### src/rtl/dcc_pkg.sv
package dcc_pkg;
  typedef enum logic [1:0] {
    SEL_TEMP = 2'd0,
    SEL_FAR  = 2'd1,
    SEL_RPC  = 2'd2,
    SEL_PCC  = 2'd3
  } dcc_sel_e;

  typedef enum logic [1:0] {
    CAUSE_NONE = 2'd0,
    CAUSE_BKPT = 2'd1,
    CAUSE_BGND = 2'd2,
    CAUSE_DBF  = 2'd3
  } dcc_cause_e;
endpackage

### src/rtl/dcc_entry_code.sv
module dcc_entry_code
  import dcc_pkg::*;
#(
  parameter int AW = 32
) (
  input  logic            in_debug,
  input  logic            ev_bkpt,
  input  logic            ev_bgnd,
  input  logic            ev_dbf,
  input  logic            init_fetch,
  input  logic [AW/2-1:0] ssw,
  input  logic [AW-1:0]   cur_pc,
  output logic            entry,
  output logic [AW-1:0]   code,
  output logic [AW-1:0]   pcc_val
);
  localparam int HW = AW / 2;

  dcc_cause_e cause;

  always_comb begin
    if (ev_dbf)       cause = CAUSE_DBF;
    else if (ev_bgnd) cause = CAUSE_BGND;
    else if (ev_bkpt) cause = CAUSE_BKPT;
    else              cause = CAUSE_NONE;
  end

  assign entry = !in_debug && (cause != CAUSE_NONE);

  always_comb begin
    case (cause)
      CAUSE_DBF:  code = {ssw, {HW{1'b1}}};
      CAUSE_BGND: code = {{(AW-1){1'b0}}, 1'b1};
      default:    code = '0;
    endcase
  end

  always_comb begin
    if (cause == CAUSE_DBF && init_fetch) pcc_val = '1;
    else                                  pcc_val = {cur_pc[AW-1:1], 1'b0};
  end
endmodule

### src/rtl/dcc_ctx_regs.sv
module dcc_ctx_regs
  import dcc_pkg::*;
#(
  parameter int AW = 32
) (
  input  logic          clk,
  input  logic          rst_n,
  input  logic          in_debug,
  input  logic          entry,
  input  logic [AW-1:0] code,
  input  logic [AW-1:0] pcc_val,
  input  logic [AW-1:0] next_pc,
  input  logic          far_upd,
  input  logic [AW-1:0] bus_addr,
  input  logic          wr_en,
  input  logic [1:0]    wr_sel,
  input  logic [AW-1:0] wdata,
  output logic [AW-1:0] temp_q,
  output logic [AW-1:0] far_q,
  output logic [AW-1:0] rpc_q,
  output logic [AW-1:0] pcc_q
);
  logic wr_ok;
  assign wr_ok = wr_en && in_debug;

  always_ff @(posedge clk or negedge rst_n) begin
    if (!rst_n) far_q <= '0;
    else if (far_upd && !in_debug) far_q <= bus_addr;
  end

  always_ff @(posedge clk or negedge rst_n) begin
    if (!rst_n) begin
      temp_q <= '0;
      rpc_q  <= '0;
      pcc_q  <= '0;
    end else if (entry) begin
      temp_q <= code;
      rpc_q  <= next_pc;
      pcc_q  <= pcc_val;
    end else if (wr_ok) begin
      case (dcc_sel_e'(wr_sel))
        SEL_TEMP: temp_q <= wdata;
        SEL_RPC:  rpc_q  <= wdata;
        SEL_PCC:  pcc_q  <= {wdata[AW-1:1], 1'b0};
        default:  ;
      endcase
    end
  end
endmodule

### src/rtl/dcc_mode_ctl.sv
module dcc_mode_ctl (
  input  logic clk,
  input  logic rst_n,
  input  logic entry,
  input  logic resume,
  input  logic rpc_odd,
  output logic in_debug,
  output logic addr_err
);
  always_ff @(posedge clk or negedge rst_n) begin
    if (!rst_n) begin
      in_debug <= 1'b0;
      addr_err <= 1'b0;
    end else begin
      addr_err <= in_debug && resume && rpc_odd;
      if (entry)                   in_debug <= 1'b1;
      else if (in_debug && resume) in_debug <= 1'b0;
    end
  end
endmodule

### src/rtl/dbg_ctx_capture.sv
module dbg_ctx_capture
  import dcc_pkg::*;
#(
  parameter int AW = 32
) (
  input  logic            clk,
  input  logic            rst_n,
  input  logic            ev_bkpt,
  input  logic            ev_bgnd,
  input  logic            ev_dbf,
  input  logic            init_fetch,
  input  logic [AW/2-1:0] ssw,
  input  logic            bus_done,
  input  logic            bus_fault,
  input  logic [AW-1:0]   bus_addr,
  input  logic [AW-1:0]   cur_pc,
  input  logic [AW-1:0]   next_pc,
  input  logic            resume,
  input  logic [1:0]      reg_sel,
  input  logic            reg_rd,
  input  logic            reg_wr,
  input  logic [AW-1:0]   reg_wdata,
  output logic [AW-1:0]   reg_rdata,
  output logic            in_debug,
  output logic            addr_err
);
  logic          entry;
  logic [AW-1:0] code, pcc_val;
  logic [AW-1:0] temp_q, far_q, rpc_q, pcc_q;

  dcc_entry_code #(.AW(AW)) u_code (
    .in_debug(in_debug), .ev_bkpt(ev_bkpt), .ev_bgnd(ev_bgnd), .ev_dbf(ev_dbf),
    .init_fetch(init_fetch), .ssw(ssw), .cur_pc(cur_pc),
    .entry(entry), .code(code), .pcc_val(pcc_val)
  );

  dcc_ctx_regs #(.AW(AW)) u_regs (
    .clk(clk), .rst_n(rst_n), .in_debug(in_debug), .entry(entry), .code(code),
    .pcc_val(pcc_val), .next_pc(next_pc), .far_upd(bus_done || bus_fault),
    .bus_addr(bus_addr), .wr_en(reg_wr), .wr_sel(reg_sel), .wdata(reg_wdata),
    .temp_q(temp_q), .far_q(far_q), .rpc_q(rpc_q), .pcc_q(pcc_q)
  );

  dcc_mode_ctl u_mode (
    .clk(clk), .rst_n(rst_n), .entry(entry), .resume(resume),
    .rpc_odd(rpc_q[0]), .in_debug(in_debug), .addr_err(addr_err)
  );

  logic [AW-1:0] rd_mux;
  always_comb begin
    case (dcc_sel_e'(reg_sel))
      SEL_TEMP: rd_mux = temp_q;
      SEL_FAR:  rd_mux = far_q;
      SEL_RPC:  rd_mux = rpc_q;
      default:  rd_mux = pcc_q;
    endcase
  end

  always_ff @(posedge clk or negedge rst_n) begin
    if (!rst_n)      reg_rdata <= '0;
    else if (reg_rd) reg_rdata <= rd_mux;
  end
endmodule

### config.mk
export PLATFORM = sky130hd
export DESIGN_NAME = dbg_ctx_capture
export DESIGN_NICKNAME = d
export VERILOG_FILES = /design/src/rtl/dcc_pkg.sv /design/src/rtl/dcc_entry_code.sv /design/src/rtl/dcc_ctx_regs.sv /design/src/rtl/dcc_mode_ctl.sv /design/src/rtl/dbg_ctx_capture.sv
export SDC_FILE = /design/constraint.sdc
export NUM_CORES = 1
export LEC_CHECK = 0
export ABC_AREA = 0
export ABC_CLOCK_PERIOD_IN_PS = 1500
export CORE_MARGIN = 3
export CORE_UTILIZATION = 46
export DETAILED_ROUTE_END_ITERATION = 6
export PLACE_DENSITY = 0.87
export REMOVE_ABC_BUFFERS = 1
export SLEW_MARGIN = 20
export SYNTH_ARGS = -nofsm -noshare
export SYNTH_HDL_FRONTEND = slang
export SYNTH_HIERARCHICAL = 1
export SYNTH_SLANG_ARGS = --single-unit
### constraint.sdc
create_clock -name clk -period 1.5 [get_ports clk]
set_clock_uncertainty 0.1 [all_clocks]
set_input_delay 0.3 -clock clk [delete_from_list [all_inputs] [get_ports clk]]
set_output_delay 0.3 -clock clk [all_outputs]
set_load 0.01 [all_outputs]
## After elaboration in Yosys (flattened, before gate mapping)

Index checks and enable logic that the tools add are counted.

- Equality and inequality tests: 5
- Muxes and demuxes: 17
- Reduce and logical (&&, ||, !) cells: 18

Operator list:

| kind | number |
|---|---|
| $mux W32 | 10 |
| $pmux W32 S3 | 1 |
| $pmux W32 S2 | 1 |
| $reduce_bool A2 Y1 | 6 |
| $eq A2 B2 Y1 const B | 4 |
| $logic_and A1 B1 Y1 | 6 |
| $reduce_and A2 Y1 | 3 |
| $mux W2 | 2 |
| $mux W1 | 3 |
| $eq A2 B1 Y1 const B | 1 |
| $logic_not A2 Y1 | 1 |
| $logic_not A1 Y1 | 1 |
| $logic_or A1 B1 Y1 | 1 |

- Register bits after elaboration: 162
- Input bits: 157
- Output and inout port bits: 34
- Logic and storage cells: 47

## Logic depth before layout (Yosys ltp)

- Depth after elaboration: 7
- Gate-level depth with buffers: 8
- Mapped depth without buffers: 4

## By module

The synthesis kept the hierarchy.

Modules (own cells, without submodules):

| module | times used | cells an instance | area each (sq um) | seq. area each (sq um) |
|---|---|---|---|---|
| dcc_ctx_regs | 1 | 487 | 5,634.2 | 3,203.1 |
| dbg_ctx_capture | 1 | 179 | 2,077.0 | 800.8 |
| dcc_entry_code | 1 | 72 | 503.0 | 0.0 |
| dcc_mode_ctl | 1 | 5 | 68.8 | 50.0 |

## Worst setup path after synthesis

No wires, ideal clock.

- Kind: register to register
- Start: register u_mode.in_debug
- End: register u_regs.temp_q[1]
- Library setup time: 76 ps
- Data arrival time: 1,417 ps
- Required time: 1,324 ps
- Setup slack: -93 ps
- Cell stages (with the launch flop): 7
- Path buffers: 3
- Clock period less this slack: 1,593 ps
- Cell sequence: dfrtp_1 -> nor2_1 -> buf_2 -> buf_4 -> clkbuf_1 -> nand2_1 -> o21ai_1

- Longest elaborated chain between the ends: 4
- Elaborated cells between the ends (all ways): 7
- Classes of those cells: mux: 1; reduce/logical: 6

RTL lines:

| item | RTL line | source |
|---|---|---|
| start: declaration | dcc_mode_ctl.sv:7 | `output logic in_debug,` |
| start signal: assignment | dcc_mode_ctl.sv:12 | `in_debug <= 1'b0;` |
| start signal: assignment | dcc_mode_ctl.sv:16 | `if (entry) in_debug <= 1'b1;` |
| start signal: assignment | dcc_mode_ctl.sv:17 | `else if (in_debug && resume) in_debug <= 1'b0;` |
| $logic_not A1 Y1 (*) | dcc_entry_code.sv:28 | `assign entry = !in_debug && (cause != CAUSE_NONE);` |
| $logic_and A1 B1 Y1 (*) | dcc_entry_code.sv:28 |  |
| named net entry | dbg_ctx_capture.sv:27 | `logic entry;` |
| $reduce_bool A2 Y1 (no line) | -- |  |
| $reduce_and A2 Y1 (no line) | -- |  |
| end signal: assignment | dcc_ctx_regs.sv:37 | `temp_q <= code;` |
| end signal: assignment | dcc_ctx_regs.sv:42 | `SEL_TEMP: temp_q <= wdata;` |
| end: declaration | dcc_ctx_regs.sv:18 | `output logic [AW-1:0] temp_q,` |

The timed path passes the listed nets; every way through them passes the cells marked *.
A chain may end at the register's enable or synchronous reset.

## Worst setup path in the final report

- Start: register u_mode.in_debug
- End: register u_regs.pcc_q[6]

- Longest elaborated chain between the ends: 4
- Elaborated cells between the ends (all ways): 7
- Classes of those cells: mux: 1; reduce/logical: 6

RTL lines:

| item | RTL line | source |
|---|---|---|
| $logic_not A1 Y1 | dcc_entry_code.sv:28 |  |
| $logic_and A1 B1 Y1 | dcc_entry_code.sv:28 |  |
| $reduce_bool A2 Y1 (no line) | -- |  |
| $reduce_and A2 Y1 (no line) | -- |  |
| end signal: assignment | dcc_ctx_regs.sv:39 | `pcc_q <= pcc_val;` |
| end signal: assignment | dcc_ctx_regs.sv:44 | `SEL_PCC: pcc_q <= {wdata[AW-1:1], 1'b0};` |
| end: declaration | dcc_ctx_regs.sv:21 | `output logic [AW-1:0] pcc_q` |

Parallel ways exist; a longest one is shown, timed or not.

==> metrics.md <==
| Metric | Value |
|---|---|
| Fillers | 1200 |
| Via-to-Cell Ratio | 5.83 |
| Initial Utilization | 0.474 |
| Failing checks | negative setup slack |
| Fmax | 618 MHz |
| Slew headroom | 0.730 |
| Slowest cell on crit path | dfrtp_1 |
| CTS Buf Count | 17 |
| Synth Register Bits | 162 |
| GRT Total Usage | 0.245 |
| Synth Area in Adders | 0 |
| Global-route wire length before repair | 37800 um |
| Total core area | 17500 um2 |
| Drt drc | 0 |
| Clk buf depth | 2 |
| Distinct cells, synth | 29 |
| Clk_lat worst skew | 0.43 ns |
| Sequential share of power | 0.366 |
| Mapped Area | 8280 um2 |
| Most frequent cells in the layout | 162 x dfrtp_1, 152 x clkdlybuf4s50_1, 145 x mux2i_1 |
| Final min period | 1.62 ns |
| IO Port Bufs | 189 |
| Initial DRT Pass Iterations | 4 |
| Worst slew pin tran | 0.404 ns |
| CTS tree | built |
| Area occupied by multi-input gates | 3960 um2 |
| Mean routed wirelength per cell | 24.2 um |
| Complex-gate fraction of the synthesized area | 0.0927 |
| CTS HTree Levels | 4 |
| Antenna violations before repair | 0 |
| Fin. Hold Viols | 0 |
| P_int | 14.0 mW |
| Final setup margin | -0.117 ns |
| Pin count of the biggest net entering global routing | 49 |
| Seq/Total Area, Yosys | 0.489 |
| Clock sinks | 162 |
| Setup TNS Final | -6.81 ns |
| Routed WL | 29100 um |
| NetSw | 7.10 mW |
| Initial DRC count | 587 |
| HP Class | input pin to asynchronous set/reset pin |
| YS warnings | 6 |
| Syn Area/Cell | 11.1 um2 |
| I/O Pins | 191 |
| Pwr/cell area | 1730 nW/um2 |
| Die area | 19700 um2 |
| Minimum hold slack | 0.248 ns |
| Global route overflow | 0 |
| CP Capture Type | register |
| Via count | 6994 |
| Mux contribution to synthesized area | 0.236 |
| Root Driver | clkbuf_16 |
| Global placement routability congestion | 0.800 |
| Num rows | 48 |
| Finished Core Util | 0.699 |
| Final Cycle Share | 1.08 |
| Worst IR drop on VDD | 916 uV |
| Comb pwr share | 0.411 |
| CP Data Arrival Time | 1.85 ns |
| Antenna viol nets, final | 0 |
| Main combinational cell family by area after synthesis | multiplexers |
| Crit path launch type | register |
| Synthesis-to-finish area growth | 47.5% |
| DIE WIDTH | 140 um |
| Commonest non-fill, non-tap cell in the layout | dfrtp_1 |
| # setup viols final | 121 |
| Reg area | 4050 um2 |
| Share of cells above drive strength 1 | 0.228 |
| Unrepaired setup endpoints after global routing | yes |
| Clock Power Share | 0.223 |
| Post-DP HPWL | 15200 um |
| CP cell instances | buf_6 > buf_6 > nand4_4 > clkbuf_16 > mux2i_1 > o21ai_1 |
| CP Class | register to register |
| Area share of and/or/nand/nor cells after synthesis | 0.118 |
| Maxcap violations | 0 |
| Synth Instances | 743 |
| Layout Nets | 1120 |
| LEAKAGE | 5.62 nW |
| Worst-path clk slew | 0.06 ns |
| Critical Path Most Common Cell | buf_6 |
| CP Max Fanout | 8 |
| Die Height | 140 um |
| Post-Synth XOR/XNOR Area | 0 |
| Slew Limit Fails | 0 |
| Vias in the first global route | 6863 |
| Status | finished with violations |
| Sw Ratio | 0.336 |
| Antenna Cells | 0 |
| Slowest stage delay, CP | 0.36 ns |
| Required time of the critical path | 1.73 ns |
## per-layer routing
metal / wire length, um / vias up / track usage
li1: - / 3043 / -
met1: 11700 / 3468 / 0.333
met2: 13800 / 418 / 0.396
met3: 2720 / 65 / 0.0522
met4: 902 / 0 / 0.0770
met5: 0 / - / 0
## final timing paths
path / slack (ns) / startpoint / cells past startpoint / endpoint
max: -0.12 / u_mode/in_debug$_DFFE_PN0P_ / 6 / u_regs/pcc_q[6]$_DFFE_PN0P_
min: 0.25 / rst_n / 2 / u_regs/far_q[19]$_DFFE_PN0P_
max reg2reg: -0.12 / u_mode/in_debug$_DFFE_PN0P_ / 6 / u_regs/pcc_q[6]$_DFFE_PN0P_
min reg2reg: 0.40 / reg_rdata[19]$_DFFE_PN0P_ / 2 / reg_rdata[19]$_DFFE_PN0P_
max in group asynchronous: 0.46 / rst_n / 3 / reg_rdata[3]$_DFFE_PN0P_
min in group clk: 0.29 / reg_sel[0] / 4 / reg_rdata[15]$_DFFE_PN0P_
## power groups by stage
stage / clock, mW / sequential (mW) / combinational (mW)
6_report: 4.71 / 7.72 / 8.69
5_1_grt: 4.91 / 7.92 / 9.20
4_1_cts: 4.71 / 7.59 / 6.53
3_5_place_dp: 0 / 7.62 / 5.94
3_3_place_gp: 0 / 7.51 / 5.70
2_1_floorplan: 0 / 6.28 / 2.07
## synth_stat cells, drive strengths merged
library cell  number  share of area
dfrtp            162           0.49
mux2i            159           0.19
nand2             99          0.046
o21ai             96          0.058
nand2b            64          0.048
buf               47          0.052
mux2              32          0.044
o221ai            32          0.034
clkbuf            24          0.011
and2              16          0.015
inv                2        0.00091
or2                2         0.0015
a21o               1        0.00091
and3               1        0.00091
and4bb             1         0.0015
nand4              1         0.0015
nand4b             1         0.0018
nor2               1        0.00045
nor2b              1        0.00076
nor3               1        0.00060
## kinds of logic (layout without fill, tap and decap cells)
family                 Yosys count  count (layout)
muxes                          191             191
and+or+nand+nor                188             188
DFF                            162             162
AOI/OAI and AO/OA              129             129
buffers and inverters           73             304
## what timing repair did
item                       4_1_cts  5_1_grt
gates cloned                     4       29
hold buffers                     1        0
setup buffers                    6        2
setup endpoints to repair       85      140
resized for setup              109      122
pin swaps                        1        5
hold endpoints to repair        33        0
## registers in the layout (all words and copies together) (netlist names)
signal           cells
u_mode/in_debug      1
u_regs/rpc_q        32
u_regs/pcc_q        32
u_regs/temp_q       32
u_regs/far_q        32
reg_rdata           32
u_mode/addr_err      1
## critical path: cells and delay by family, from the launching register on
kind | cells | cell delay [ns]
compound gates | 1 | 0.18
buf+inv | 3 | 0.53
flops | 1 | 0.36
mux | 1 | 0.12
simple gates | 1 | 0.23
## stage by stage
| stage | area, um2 | power [mW] | cells | worst slack, ns |
|---|---|---|---|---|
| finish | 12200 | 21.1 | 1199 | -0.117 |
| global route | 12200 | 22.0 | 1199 | -0.140 |
| CTS | 11400 | 18.8 | 1168 | -0.0856 |
| detailed placement | 10500 | 13.6 | 1127 | -0.402 |
| global placement | 10500 | 13.2 | 1127 | -0.313 |
| floorplan | 7760 | 8.35 | 672 | -5.18 |
## cell type report
| type | instances | area share |
|---|---|---|
| Timing Repair Buffer | 272 | 0.269 |
| Clock inverter | 4 | 0.00983 |
| Sequential cell | 162 | 0.332 |
| Clock buffer | 26 | 0.0417 |
| Tap cell | 225 | 0.0230 |
| Multi-Input combinational cell | 508 | 0.324 |
| Inverter | 2 | 0.000614 |
(Power assumes the default switching activity.)
